## src/rtl/i2c_arb_pkg.sv

```systemverilog
package i2c_arb_pkg;

    localparam int unsigned OWNER_W = 2;

    typedef enum logic [OWNER_W-1:0] {
        OWN_IDLE = 2'd0,
        OWN_SW   = 2'd1,
        OWN_HW   = 2'd2
    } owner_e;

    typedef enum logic {
        PRIO_NORMAL = 1'b0,
        PRIO_HIGH   = 1'b1
    } prio_e;

    typedef struct packed {
        prio_e prio;
        logic  restart_en;
        logic  no_queue;
    } arb_cfg_t;

    typedef struct packed {
        logic go;
        logic done;
        logic sreset;
    } sw_cmd_t;

    // Hardware may displace software only at normal priority.
    function automatic logic hw_may_preempt(input prio_e p);
        return (p == PRIO_NORMAL);
    endfunction

    // Software leaves ownership on either a release or a soft reset.
    function automatic logic sw_lets_go(input sw_cmd_t c);
        return c.done | c.sreset;
    endfunction

endpackage

```

## src/rtl/i2c_arb_req.sv

```systemverilog
module i2c_arb_req
    import i2c_arb_pkg::*;
(
    input  logic   clk,
    input  logic   rst,
    input  logic   go,
    input  logic   no_queue,
    input  owner_e owner,
    input  owner_e owner_nx,
    output logic   pending
);

    logic pend_q;
    logic take_sw;
    logic lost_go;

    // Ownership moving to software consumes any waiting request.
    assign take_sw = (owner_nx == OWN_SW) && (owner != OWN_SW);
    // A go that is not served and does not land on an owning software.
    assign lost_go = go && (owner != OWN_SW) && (owner_nx != OWN_SW);

    always_ff @(posedge clk) begin
        if (rst)
            pend_q <= 1'b0;
        else if (take_sw)
            pend_q <= 1'b0;
        else if (lost_go && !no_queue)
            pend_q <= 1'b1;
    end

    assign pending = pend_q;

    AST_DROP_NO_PEND: assert property (@(posedge clk) disable iff (rst)
        (owner == OWN_HW && go && no_queue && !pend_q) |=> !pend_q);

    AST_SW_GO_IGNORED: assert property (@(posedge clk) disable iff (rst)
        (owner == OWN_SW && !pend_q) |=> !pend_q);

endmodule

```

## src/rtl/i2c_arb_fsm.sv

```systemverilog
module i2c_arb_fsm
    import i2c_arb_pkg::*;
(
    input  logic     clk,
    input  logic     rst,
    input  arb_cfg_t cfg,
    input  sw_cmd_t  cmd,
    input  logic     hw_req,
    input  logic     pending,
    output owner_e   owner,
    output owner_e   owner_nx
);

    owner_e own_q;
    owner_e own_d;
    logic   intr_q;
    logic   intr_d;
    logic   sw_want;

    assign sw_want = cmd.go | pending;

    always_comb begin
        own_d  = own_q;
        intr_d = intr_q;
        unique case (own_q)
            OWN_IDLE: begin
                if (sw_want && (!hw_req || !hw_may_preempt(cfg.prio)))
                    own_d = OWN_SW;
                else if (hw_req)
                    own_d = OWN_HW;
            end
            OWN_SW: begin
                if (sw_lets_go(cmd)) begin
                    own_d = OWN_IDLE;
                end else if (hw_req && hw_may_preempt(cfg.prio)) begin
                    own_d  = OWN_HW;
                    intr_d = 1'b1;
                end
            end
            OWN_HW: begin
                if (!hw_req) begin
                    own_d  = ((intr_q && cfg.restart_en) || sw_want) ? OWN_SW : OWN_IDLE;
                    intr_d = 1'b0;
                end
            end
            default: begin
                own_d  = OWN_IDLE;
                intr_d = 1'b0;
            end
        endcase
    end

    always_ff @(posedge clk) begin
        if (rst) begin
            own_q  <= OWN_IDLE;
            intr_q <= 1'b0;
        end else begin
            own_q  <= own_d;
            intr_q <= intr_d;
        end
    end

    assign owner    = own_q;
    assign owner_nx = own_d;

    AST_DONE_IDLE: assert property (@(posedge clk) disable iff (rst)
        (own_q == OWN_SW && cmd.done) |=> own_q == OWN_IDLE);

    AST_PREEMPT: assert property (@(posedge clk) disable iff (rst)
        (own_q == OWN_SW && hw_req && cfg.prio == PRIO_NORMAL && !cmd.done && !cmd.sreset)
        |=> own_q == OWN_HW);

    AST_HIGH_HOLDS: assert property (@(posedge clk) disable iff (rst)
        (own_q == OWN_SW && cfg.prio == PRIO_HIGH && !cmd.done && !cmd.sreset)
        |=> own_q == OWN_SW);

    AST_RESTART: assert property (@(posedge clk) disable iff (rst)
        (own_q == OWN_HW && !hw_req && intr_q && cfg.restart_en) |=> own_q == OWN_SW);

    AST_SRESET_HW: assert property (@(posedge clk) disable iff (rst)
        (own_q == OWN_HW && hw_req && cmd.sreset) |=> own_q == OWN_HW);

endmodule

```

## src/rtl/i2c_arb_out.sv

```systemverilog
module i2c_arb_out
    import i2c_arb_pkg::*;
(
    input  logic               clk,
    input  logic               rst,
    input  owner_e             owner,
    input  owner_e             owner_nx,
    output logic [OWNER_W-1:0] status,
    output logic               grant_sw,
    output logic               grant_hw,
    output logic               start
);

    logic [OWNER_W-1:0] st_q;
    logic               gsw_q;
    logic               ghw_q;
    logic               start_q;

    always_ff @(posedge clk) begin
        if (rst) begin
            st_q    <= OWN_IDLE;
            gsw_q   <= 1'b0;
            ghw_q   <= 1'b0;
            start_q <= 1'b0;
        end else begin
            st_q    <= owner_nx;
            gsw_q   <= (owner_nx == OWN_SW);
            ghw_q   <= (owner_nx == OWN_HW);
            start_q <= (owner_nx == OWN_SW) && (owner != OWN_SW);
        end
    end

    assign status   = st_q;
    assign grant_sw = gsw_q;
    assign grant_hw = ghw_q;
    assign start    = start_q;

    AST_RESET_IDLE: assert property (@(posedge clk)
        rst |=> (st_q == OWN_IDLE && !gsw_q && !ghw_q));

    AST_STATUS_LEGAL: assert property (@(posedge clk) disable iff (rst)
        st_q != 2'd3);

    AST_GRANT_ONEHOT: assert property (@(posedge clk) disable iff (rst)
        $onehot0({gsw_q, ghw_q}));

    AST_GRANT_MATCH: assert property (@(posedge clk) disable iff (rst)
        gsw_q == (owner == OWN_SW));

    AST_START_PULSE: assert property (@(posedge clk) disable iff (rst)
        start_q |=> !start_q);

endmodule

```

## src/rtl/i2c_eng_arb.sv

```systemverilog
module i2c_eng_arb
    import i2c_arb_pkg::*;
(
    input  logic               clk,
    input  logic               rst,
    input  logic               sw_go,
    input  logic               sw_done,
    input  logic               sw_reset,
    input  logic               hw_req,
    input  logic               cfg_prio,
    input  logic               cfg_restart_en,
    input  logic               cfg_no_queue,
    output logic [OWNER_W-1:0] owner_status,
    output logic               grant_sw,
    output logic               grant_hw,
    output logic               eng_start
);

    arb_cfg_t cfg;
    sw_cmd_t  cmd;
    owner_e   owner;
    owner_e   owner_nx;
    logic     pending;

    assign cfg.prio       = prio_e'(cfg_prio);
    assign cfg.restart_en = cfg_restart_en;
    assign cfg.no_queue   = cfg_no_queue;
    assign cmd.go         = sw_go;
    assign cmd.done       = sw_done;
    assign cmd.sreset     = sw_reset;

    i2c_arb_fsm u_fsm (
        .clk      (clk),
        .rst      (rst),
        .cfg      (cfg),
        .cmd      (cmd),
        .hw_req   (hw_req),
        .pending  (pending),
        .owner    (owner),
        .owner_nx (owner_nx)
    );

    i2c_arb_req u_req (
        .clk      (clk),
        .rst      (rst),
        .go       (sw_go),
        .no_queue (cfg_no_queue),
        .owner    (owner),
        .owner_nx (owner_nx),
        .pending  (pending)
    );

    i2c_arb_out u_out (
        .clk      (clk),
        .rst      (rst),
        .owner    (owner),
        .owner_nx (owner_nx),
        .status   (owner_status),
        .grant_sw (grant_sw),
        .grant_hw (grant_hw),
        .start    (eng_start)
    );

endmodule

```

## config.mk

```make
export PLATFORM = sky130hd
export DESIGN_NAME = i2c_eng_arb
export DESIGN_NICKNAME = d
export VERILOG_FILES = /design/src/rtl/i2c_arb_pkg.sv /design/src/rtl/i2c_arb_req.sv /design/src/rtl/i2c_arb_fsm.sv /design/src/rtl/i2c_arb_out.sv /design/src/rtl/i2c_eng_arb.sv
export SDC_FILE = /design/constraint.sdc
export NUM_CORES = 1
export LEC_CHECK = 0
export ABC_CLOCK_PERIOD_IN_PS = 1700
export CORE_AREA = 2 2 39 41
export DETAILED_ROUTE_END_ITERATION = 10
export DIE_AREA = 0 0 41 43
export DONT_BUFFER_PORTS = 1
export HOLD_SLACK_MARGIN = 0.02
export PLACE_DENSITY = 0.41
export REMOVE_ABC_BUFFERS = 1
export SLEW_MARGIN = 40
export SYNTH_ARGS = -nofsm -noshare
export SYNTH_HDL_FRONTEND = slang
export SYNTH_HIERARCHICAL = 1
export SYNTH_SLANG_ARGS = --single-unit
```

## constraint.sdc

```tcl
create_clock -name clk -period 1.7 [get_ports clk]
set_input_delay 0.34 -clock clk [delete_from_list [all_inputs] [get_ports clk]]
set_output_delay 0.34 -clock clk [all_outputs]
set_load 0.1 [all_outputs]
```

==> flow_metrics.env <==
export IMPL_met1Wirelength_um=308
export IMPL_num_vias=324
export IMPL_dr_first_iter_drc_count=6
export IMPL_cts_root_buf="clkbuf_4"
export IMPL_num_antenna_cells=0
export IMPL_synth_area_um2=392.9
export IMPL_clkSlewWorstSetupHoldPaths_ns=0.06
export IMPL_wl_um=813
export IMPL_crit_slowest_cell="dfxtp_1"
export IMPL_vias_per_cell=4.909
export IMPL_max_freq_ghz=0.7137
export IMPL_floorplan_initialDensity_pct=28.39
export IMPL_wl_met3_um=88
export IMPL_num_nets_final=60
export IMPL_ant_nets=0
export IMPL_die_w_um=41
export IMPL_slowest_delay_ns=0.45
export IMPL_worstMarginPinSlew_ns=0.3135
export IMPL_status="complete, no violations"
export IMPL_max_slew_margin_pct=78.92
export IMPL_setup_viol=0
export IMPL_synthCells=40
export IMPL_syn2layout_area_growth_pct=23.25
export IMPL_drc=0
export IMPL_cts_sinks=9
export IMPL_grt_pass1_vias=317
export IMPL_cts_hold_buf=0
export IMPL_finalCritPeriodShare_pct=82.42
export IMPL_worstSetupPathType="reg -> reg"
export IMPL_clock_path_buffers=2
export IMPL_start_kind="register"
export IMPL_min_period_ns=1.401
export IMPL_worst_clock_skew_ns=0.008089
export IMPL_route_met2_wl_um=416
export IMPL_critPathRequiredTime_ns=1.88
export IMPL_p_leak_nw=0.1920
export IMPL_path_max_fanout=7
export IMPL_hp_start="rst"
export IMPL_crit_family="compound AO/OA/AOI/OAI gates"
export IMPL_ys_warn_count=6
export IMPL_ys_seq_area_share_pct=45.86
export IMPL_finalHoldViolations=0
export IMPL_ios=14
export IMPL_drt_wirelength_per_cell_um=12.32
export IMPL_cts_max_level=1
export IMPL_grt_pass1_wl_um=1352
export IMPL_irDropWorstVdd_v=0.0003322
export IMPL_rsz0062_at_grt="false"
export IMPL_worstSkewPairLatency_ns=0.25
export IMPL_grt_usage_pct=11.48
export IMPL_ys_seq_elements=9
export IMPL_place_gp_congestion=0.7466
export IMPL_syn_avg_cell_area_um2=9.822
export IMPL_dr_pass1_iters=4
export IMPL_antenna_found_initial=0
export IMPL_coreArea_um2=1384
export IMPL_cp_data_arrival_time_ns=1.58
export IMPL_cts_buffers=3
export IMPL_cts_setup_buffers=0
export IMPL_io_buffer_count=0
export IMPL_die_area_um2=1763
export IMPL_grt_overflow=0
export IMPL_layout_drive_gt1_share_pct=26.00
export IMPL_path_cells="nand2b_1 > o21bai_1 > o21ai_1 > nor3b_2 > a21boi_1"
export IMPL_r2r_start="u_fsm/owner[0]"
export IMPL_critPathCaptureType="register"
export IMPL_place_hpwl_um=653
export IMPL_grt_max_degree=10
export IMPL_setup_slack_ns=0.2989
export IMPL_synthDistinctLibCells=21
export IMPL_crit_start="u_fsm/owner[0]"
export IMPL_cts_resized=0
export IMPL_finalSetupTns_ns=0
export IMPL_drv_cap=0
export IMPL_cts_tree="built"
export IMPL_row_count=14
export IMPL_path_buf_inv=0
export IMPL_drv_slew=0
export IMPL_dp_slack_ns=0.2917
export IMPL_top_layer_used="met3"
export IMPL_hold_class="in -> reg"
export IMPL_power_density_nw_per_um2=1146
export IMPL_dieHeight_um=43
where the power goes:
group	internal (W)	switching, W
combinational	0.0000454	0.000109
clock	0.0000901	0.0000685
sequential	0.000228	0.0000140
final cells by class:
| class | instances | area, um2 |
|---|---|---|
| multi-input cells | 27 | 197.7 |
| flip-flops and latches | 9 | 180.2 |
| well taps | 16 | 20.02 |
| repair buffers | 6 | 45.04 |
| fillers | 159 | 899.6 |
| clock buffers | 4 | 26.28 |
| inverters | 4 | 15.01 |
through the flow:
step / hold slack [ns] / instance area (um2) / std cells / util [%] / total power (W)
CTS: 0.1353 / 484.2 / 66 / 34.99 / 0.0005616
detailed placement: 0.4086 / 457.9 / 62 / 33.09 / 0.0004015
global placement: 0.4093 / 457.9 / 62 / 33.09 / 0.0003981
global route: 0.1254 / 484.2 / 66 / 34.99 / 0.0005876
finish: 0.1395 / 484.2 / 66 / 34.99 / 0.0005551
floorplan: 0.4062 / 392.9 / 40 / - / 0.0003663
cells by family (layout without fill, tap and decap cells):
group / Yosys count / count (layout) / share of synthesized area [%]
simple gates: 15 / 15 / 26.75
compound gates: 12 / 12 / 23.57
flops: 9 / 9 / 45.86
buf+inv: 4 / 14 / 3.821
routing by layer:
layer	GRT usage, %	up-vias
li1	-	164
met1	11.04	148
met2	19.69	12
met3	4.188	0
met4	6.000	0
met5	0	-
path summary, 6_finish.rpt:
path	slack (ns)	cells after the start	end
hold / removal	0.14	1	u_fsm/intr_q
setup / recovery	0.30	5	u_out/start
setup reg to reg	0.30	5	u_out/start
hold reg to reg	0.47	2	u_fsm/intr_q
sequential cells by signal (all words and copies together), names as in the netlist:
name and flops:
u_out/grant_sw 1, u_fsm/owner 2, u_out/start 1, u_fsm/intr_q 1, u_req/pending 1, u_out/grant_hw 1
u_out/status 2
cells in the final DEF, fill, tap and decap left out, types with 3 or more instances in the layout:
cell type	synthesis	layout
buf_4	0	6
clkbuf_4	0	3
dfxtp_1	9	9
inv_1	4	4
nand2b_1	3	3
nor2_1	3	3
nor2b_1	3	3
o31ai_1	3	3
cells in the mapped netlist, drive strengths merged:
master  count  area, um2
a311oi      1      8.760
or2         1      6.260
a211o       1      8.760
o21bai      1      7.510
nand3       2      15.01
a221oi      1      15.01
nor2b       4      32.53
nand4b      1      8.760
inv         4      15.01
a21boi      1      7.510
o31ai       3      22.52
nor3b       1      12.51
o21ai       2      10.00
a31oi       1      6.260
nand2b      3      18.77
dfxtp       9      180.2
o22ai       1      6.260
nor2        3      11.26
No activity file was read; power rests on OpenSTA's default activity.
